### src/rtl/pp_dma_pkg.sv
package pp_dma_pkg;
  // strobes from the control half to the datapath half
  typedef struct packed {
    logic capture;  // peripheral byte accepted this edge
    logic step;     // memory write accepted this edge
    logic finish;   // active set completes this edge
  } dmaStrobes_t;

  localparam int unsigned FIELD_ADDR = 0;
  localparam int unsigned FIELD_LEN  = 1;
  localparam int unsigned FIELD_CMD  = 2;
endpackage

### src/rtl/pp_dma_ctrl.sv
module pp_dma_ctrl
  import pp_dma_pkg::*;
(
  input  logic        clk,
  input  logic        rstN,
  input  logic        activeArmed,
  input  logic        lenZero,
  input  logic        lenOne,
  input  logic        perValid,
  input  logic        memReady,
  output logic        perReady,
  output logic        memValid,
  output dmaStrobes_t strobes
);
  logic pending;

  always_comb begin
    perReady        = activeArmed && !lenZero && !pending;
    strobes.capture = perReady && perValid;
    strobes.step    = pending && memReady;
    strobes.finish  = activeArmed &&
                      ((lenZero && !pending) || (strobes.step && lenOne));
  end

  always_ff @(posedge clk or negedge rstN) begin
    if (!rstN)                pending <= 1'b0;
    else if (strobes.capture) pending <= 1'b1;
    else if (strobes.step)    pending <= 1'b0;
  end

  assign memValid = pending;

  // a pending write is held until the memory takes it
  assert_hold_R3: assert property (@(posedge clk) disable iff (!rstN)
    pending && !memReady |=> pending);
  // no new byte while a write is outstanding
  assert_no_accept_R3: assert property (@(posedge clk) disable iff (!rstN)
    pending |-> !perReady);
  // zero-length set never has a request in flight
  assert_zero_no_mem_R7: assert property (@(posedge clk) disable iff (!rstN)
    activeArmed && lenZero |-> !pending);
endmodule

### src/rtl/pp_dma_path.sv
module pp_dma_path
  import pp_dma_pkg::*;
#(
  parameter int unsigned ADDR_W = 32,
  parameter int unsigned LEN_W  = 16,
  parameter int unsigned DATA_W = 32
)(
  input  logic              clk,
  input  logic              rstN,
  input  dmaStrobes_t       strobes,
  input  logic              regWe,
  input  logic [5:2]        regWord,
  input  logic [DATA_W-1:0] regWdata,
  input  logic [7:0]        perData,
  output logic              activeArmed,
  output logic              lenZero,
  output logic              lenOne,
  output logic [ADDR_W-1:0] curAddr,
  output logic [7:0]        holdByte,
  output logic [DATA_W-1:0] regRdata,
  output logic              irq
);
  localparam int unsigned NSETS = 2;

  logic [NSETS-1:0][ADDR_W-1:0] addrV;
  logic [NSETS-1:0][LEN_W-1:0]  lenV;
  logic [NSETS-1:0]             armedV;
  logic [NSETS-1:0]             doneV;
  logic                         actSel;
  logic                         starve;
  logic [LEN_W-1:0]             curLen;

  logic       wrCtl, wrSet, wrLocked;
  logic [1:0] wrField;

  assign wrCtl    = regWord[5];
  assign wrSet    = regWord[4];
  assign wrField  = regWord[3:2];
  assign wrLocked = armedV[wrSet] && (actSel == wrSet);

  for (genvar s = 0; s < NSETS; s++) begin : g_set
    logic [ADDR_W-1:0] addrQ;
    logic [LEN_W-1:0]  lenQ;
    logic              armedQ, doneQ;
    logic              isActive, swWrite;

    assign isActive = (actSel == 1'(s));
    assign swWrite  = regWe && !wrCtl && (wrSet == 1'(s)) && !wrLocked;

    always_ff @(posedge clk or negedge rstN) begin
      if (!rstN) begin
        addrQ  <= '0;
        lenQ   <= '0;
        armedQ <= 1'b0;
        doneQ  <= 1'b0;
      end else begin
        if (swWrite) begin
          case (wrField)
            2'(FIELD_ADDR): addrQ  <= regWdata[ADDR_W-1:0];
            2'(FIELD_LEN):  lenQ   <= regWdata[LEN_W-1:0];
            2'(FIELD_CMD):  armedQ <= regWdata[0];
            default: ;
          endcase
        end
        if (isActive && strobes.step) begin
          addrQ <= addrQ + 1'b1;
          lenQ  <= lenQ - 1'b1;
        end
        if (isActive && strobes.finish) armedQ <= 1'b0;
        if (regWe && wrCtl && regWdata[s]) doneQ <= 1'b0;
        if (isActive && strobes.finish) doneQ <= 1'b1;
      end
    end

    assign addrV[s]  = addrQ;
    assign lenV[s]   = lenQ;
    assign armedV[s] = armedQ;
    assign doneV[s]  = doneQ;
  end

  always_ff @(posedge clk or negedge rstN) begin
    if (!rstN) begin
      actSel <= 1'b0;
      starve <= 1'b0;
    end else begin
      if (regWe && wrCtl && regWdata[2]) starve <= 1'b0;
      if (strobes.finish) begin
        actSel <= ~actSel;
        if (!armedV[~actSel]) starve <= 1'b1;
      end
    end
  end

  always_ff @(posedge clk or negedge rstN) begin
    if (!rstN)                holdByte <= '0;
    else if (strobes.capture) holdByte <= perData;
  end

  assign activeArmed = armedV[actSel];
  assign curLen      = lenV[actSel];
  assign curAddr     = addrV[actSel];
  assign lenZero     = (curLen == '0);
  assign lenOne      = (curLen == LEN_W'(1));
  assign irq         = |doneV;

  always_comb begin
    regRdata = '0;
    if (wrCtl) begin
      regRdata[4:0] = {activeArmed, actSel, starve, doneV[1], doneV[0]};
    end else begin
      case (wrField)
        2'(FIELD_ADDR): regRdata = DATA_W'(addrV[wrSet]);
        2'(FIELD_LEN):  regRdata = DATA_W'(lenV[wrSet]);
        2'(FIELD_CMD):  regRdata = DATA_W'(armedV[wrSet]);
        default:        regRdata = '0;
      endcase
    end
  end

  assert_step_len_R4: assert property (@(posedge clk) disable iff (!rstN)
    strobes.step && !strobes.finish |=> curLen == $past(curLen) - 1'b1);
  assert_step_addr_R4: assert property (@(posedge clk) disable iff (!rstN)
    strobes.step && !strobes.finish |=> curAddr == $past(curAddr) + 1'b1);
  assert_flip_R5: assert property (@(posedge clk) disable iff (!rstN)
    strobes.finish |=> actSel != $past(actSel));
  assert_irq_set_R9: assert property (@(posedge clk) disable iff (!rstN)
    strobes.finish |=> irq);
  assert_starve_R6: assert property (@(posedge clk) disable iff (!rstN)
    strobes.finish && !armedV[~actSel] |=> starve && !activeArmed);
  assert_locked_R8: assert property (@(posedge clk) disable iff (!rstN)
    activeArmed && !strobes.step && !strobes.finish |=> $stable(curAddr) && activeArmed);
endmodule

### src/rtl/pp_dma_channel.sv
module pp_dma_channel
  import pp_dma_pkg::*;
#(
  parameter int unsigned ADDR_W = 32,
  parameter int unsigned LEN_W  = 16,
  parameter int unsigned DATA_W = 32
)(
  input  logic                clk,
  input  logic                rstN,
  input  logic                regWe,
  input  logic [5:0]          regAddr,
  input  logic [DATA_W-1:0]   regWdata,
  output logic [DATA_W-1:0]   regRdata,
  output logic [ADDR_W-1:0]   memAddr,
  output logic [DATA_W-1:0]   memWdata,
  output logic [DATA_W/8-1:0] memBe,
  output logic                memValid,
  input  logic                memReady,
  input  logic [7:0]          perData,
  input  logic                perValid,
  output logic                perReady,
  output logic                irq
);
  localparam int unsigned BYTES  = DATA_W / 8;
  localparam int unsigned LANE_W = $clog2(BYTES);

  dmaStrobes_t strobes;
  logic        activeArmed, lenZero, lenOne;
  logic [7:0]  holdByte;
  logic [1:0]  unusedLow;

  assign unusedLow = regAddr[1:0];

  pp_dma_ctrl i_ctrl (
    .clk(clk), .rstN(rstN), .activeArmed(activeArmed), .lenZero(lenZero),
    .lenOne(lenOne), .perValid(perValid), .memReady(memReady),
    .perReady(perReady), .memValid(memValid), .strobes(strobes)
  );

  pp_dma_path #(.ADDR_W(ADDR_W), .LEN_W(LEN_W), .DATA_W(DATA_W)) i_path (
    .clk(clk), .rstN(rstN), .strobes(strobes), .regWe(regWe),
    .regWord(regAddr[5:2]), .regWdata(regWdata), .perData(perData),
    .activeArmed(activeArmed), .lenZero(lenZero), .lenOne(lenOne),
    .curAddr(memAddr), .holdByte(holdByte), .regRdata(regRdata), .irq(irq)
  );

  assign memBe    = BYTES'(1) << memAddr[LANE_W-1:0];
  assign memWdata = {BYTES{holdByte}};

  assert_be_onehot_R3: assert property (@(posedge clk) disable iff (!rstN)
    memValid |-> $countones(memBe) == 1);
  assert_stable_req_R3: assert property (@(posedge clk) disable iff (!rstN)
    memValid && !memReady |=> memValid && $stable(memAddr) && $stable(memWdata));
endmodule

### config.mk
export PLATFORM = sky130hd
export DESIGN_NAME = pp_dma_channel
export DESIGN_NICKNAME = d
export VERILOG_FILES = /design/src/rtl/pp_dma_pkg.sv /design/src/rtl/pp_dma_ctrl.sv /design/src/rtl/pp_dma_path.sv /design/src/rtl/pp_dma_channel.sv
export SDC_FILE = /design/constraint.sdc
export NUM_CORES = 1
export LEC_CHECK = 0
export BUFFER_PORTS_ARGS = -buffer_cell sky130_fd_sc_hd__clkbuf_2
export CORE_MARGIN = 1
export CORE_UTILIZATION = 46
export DETAILED_ROUTE_END_ITERATION = 8
export PLACE_DENSITY = 0.68
export SYNTH_ARGS = -nofsm -noshare
export SYNTH_HDL_FRONTEND = slang
export SYNTH_HIERARCHICAL = 1
export SYNTH_SLANG_ARGS = --single-unit
### constraint.sdc
create_clock -name clk -period 4.64 [get_ports clk]
set_clock_uncertainty 0.05 [all_clocks]
set_input_delay 0.928 -clock clk [delete_from_list [all_inputs] [get_ports clk]]
set_output_delay 0.928 -clock clk [all_outputs]
set_load 0.005 [all_outputs]
==> impl_results.md <==
- Synth Instances: 926
- Synth area leaders: dfrtp_1, mux2i_1, mux2_2
- Num rows: 47
- Number of flops mapped to enable cells by yosys: 0
- Syn_nets: 981
- Clock-pin slew on the worst setup and hold paths: 0.07 ns
- RSZ-0062 raised after global routing: no
- Root Driver: clkbuf_16
- Drt drc: 0
- H-tree levels: 3
- Maxcap violations: 0
- Top_reg_cell synth: dfrtp_1
- Die Wd: 133 um
- Main combinational cell family by area after synthesis: simple AND/OR/NAND/NOR gates
- Final instance area: 8950 um2
- Pre-antenna DRT Iters: 6
- Status: finished, final reports clean
- Final min period: 3.80 ns
- Setup violators final: 0
- Sum of negative setup slack: 0 ns
- Fmax: 0.263 GHz
- Synth cell types: 74
- TritonCTS clock tree: yes
- Worst hold path type: reg2reg
- Post-layout utilization of the core: 53.8%
- Worst Path Arrival: 2.82 ns
- Core ar.: 16600 um2
- All-Layer GR Usage: 29.6%
- TritonCTS Buffers: 9
- Max-slew headroom: 28.4%
- Total chip power: 3.94 mW
- Power density over the cells: 440 nW/um2
- Placed Area: 8660 um2
- Xor/xnor share of the synthesized area: 0.777%
- Via count: 7996
- Leak pwr: 3.79 nW
- Initial antenna violation count: 0
- Worst EP required: 3.66 ns
- Port Buf Inserts: 151
- Avg WL per Cell: 20.6 um
- DR vias/cell: 6.41
- Least-Margin Pin Slew: 1.06 ns
- Antenna Violating Nets Remaining: 0
- Crit path capture type: output port
- Global-route wire length before repair: 40500 um
- CP startpoint kind: flip-flop
- Max IR drop VDD: 0.000211 V
- Synthesized area: 7890 um2
- Fin cells: 1248
- Post-DP HPWL: 18500 um
- Final hold slack: 0.457 ns
- # Post-CTS Setup Buffers: 0
- Min setup slack post-route: 0.839 ns
- Layout cells sized above 1: 25.0%
- Simple-Gate Fraction of Synth Area: 24.1%
- Synth Area in Compound Gates: 19.3%
- Initial Util: 47.4%
- Area delta synth->final: 13.4%
- Yosys reg bits: 111
- Clock buffer depth: 2
- Vias in the first global route: 7160
- Placed insts: 1232
- Hold_buf cts: 0
- Post-cts repair resize count: 0
- Largest net degree at the start of global routing: 73
- Synth Area in Adders: 0.634%
- CTS Sinks: 111
- Final Hold Vio Count: 0
- Worst-path maximum fanout: 8
- Starting DRT DRC Count: 812
- Post-synth ARST share: 100%
- Cell taking the most area after synthesis: dfrtp_1
- Drt total wl: 25700 um
- Die Area: 17700 um2
- Setup WS pre-CTS: 1.20 ns
- Synth Area per Inst: 8.52 um2
- Grt ovf: 0
- Synth Warn #: 6
- Period utilisation layout: 81.9%
- Ports: 154
- Antenna cells: 0
- Final RePlAce weighted congestion: 0.910
- Area share of the largest cell type after synthesis: 35.2%
- Crit Path Class: reg2out
- Later-pin clock latency in the skew report: 0.36 ns
- Post-synthesis sequential area ratio: 35.2%
- Nets: 1078
- Multiplexer area fraction after synthesis: 13.6%
- Final Slew Violations: 0
- Die height: 133 um
metal layers:
metal	up-vias	GRT usage [%]	part of all wire, %
met4	0	11.5	3.1
met2	454	43.8	44
met3	64	5.10	8.8
met5	-	0	0
met1	3820	42.8	44
li1	3658	-	-
synthesized netlist by cell type, types with 14 or more instances:
cell	number
or3_1	15
a21oi_1	50
mux2_2	42
o21ai_0	49
inv_1	24
nor3_1	31
dfrtp_1	111
mux2i_1	51
nand3_1	40
nor2_1	103
buf_4	25
clkbuf_1	40
nor4_1	14
nand4_1	27
a211oi_1	17
o22ai_1	21
nand2_1	70
layout by cell type, fill, tap and decap left out, types with 5 or more instances in the layout:
| master | count |
|---|---|
| a211oi_1 | 17 |
| o21a_1 | 5 |
| or4_1 | 6 |
| o221a_2 | 5 |
| nand2_1 | 70 |
| or3_1 | 15 |
| nand2b_1 | 8 |
| nand3_1 | 40 |
| nor3_1 | 30 |
| a22o_1 | 6 |
| a21oi_1 | 50 |
| clkbuf_16 | 9 |
| dfrtp_1 | 110 |
| o211ai_1 | 9 |
| and4_1 | 7 |
| o21ai_0 | 49 |
| nor2_1 | 103 |
| a31oi_1 | 10 |
| and2_1 | 11 |
| or2_2 | 7 |
| mux2_2 | 42 |
| a311oi_1 | 11 |
| o22ai_1 | 21 |
| o31ai_1 | 6 |
| and3_1 | 7 |
| xnor2_1 | 5 |
| clkbuf_2 | 150 |
| nand4_1 | 27 |
| nor4_1 | 14 |
| buf_4 | 19 |
| mux2i_1 | 51 |
| inv_1 | 24 |
cell families (layout without fill, tap and decap cells):
logic type / count (synthesis) / after routing
AND/OR/NAND/NOR: 371 / 371
AO/OA/AOI/OAI: 229 / 229
flip-flops: 111 / 111
buffers and inverters: 107 / 209
multiplexers: 97 / 97
XOR/XNOR: 7 / 7
adder cells (fa/ha/maj): 4 / 4
path summary, 6_finish.rpt:
kind / startpoint / end / slack [ns] / cells after the start
setup / recovery: i_path/g_set[1].lenQ[8] / perReady / 0.84 / 7
hold / removal: i_path/g_set[1].doneQ / i_path/g_set[1].doneQ / 0.46 / 2
setup reg to reg: i_path/actSel / i_path/g_set[0].addrQ[28] / 1.59 / 7
hold reg to reg: i_path/g_set[1].doneQ / i_path/g_set[1].doneQ / 0.46 / 2
max in group asynchronous: rstN / i_path/g_set[0].addrQ[21] / 2.96 / 2
min in group asynchronous: rstN / i_path/g_set[0].lenQ[9] / 0.67 / 1
power breakdown:
group	total, mW	internal (mW)	switching [mW]
Sequential	1.77	1.26	0.501
Combinational	1.39	0.698	0.688
Clock	0.786	0.420	0.366
area by class of cell:
| type | instances | area (um2) |
|---|---|---|
| timing repair buffer | 169 | 893 |
| clock buffer | 11 | 233 |
| fill | 1567 | 7690 |
| inverter | 24 | 90.1 |
| tap | 220 | 275 |
| sequential | 111 | 2780 |
| multi-input combinational | 708 | 4620 |
| clock inverter | 5 | 58.8 |
flip-flops by register name (all words and copies together) (netlist names):
register             flops
i_path/g_set.lenQ       32
i_path/holdByte          8
i_path/g_set.armedQ      2
i_path/g_set.doneQ       2
i_path/actSel            1
i_path/g_set.addrQ      64
i_path/starve            1
i_ctrl/memValid          1
worst max-delay path, cell delays in order (launching register included):
cell and delay, ns:
dfrtp_1 0.49, nor4_2 0.48, nand2b_1 0.19, or3_1 0.39, o41a_1 0.45, nor2b_1 0.26
nor3b_1 0.10, clkbuf_2 0.12
Power figures use the tool's default switching activity.
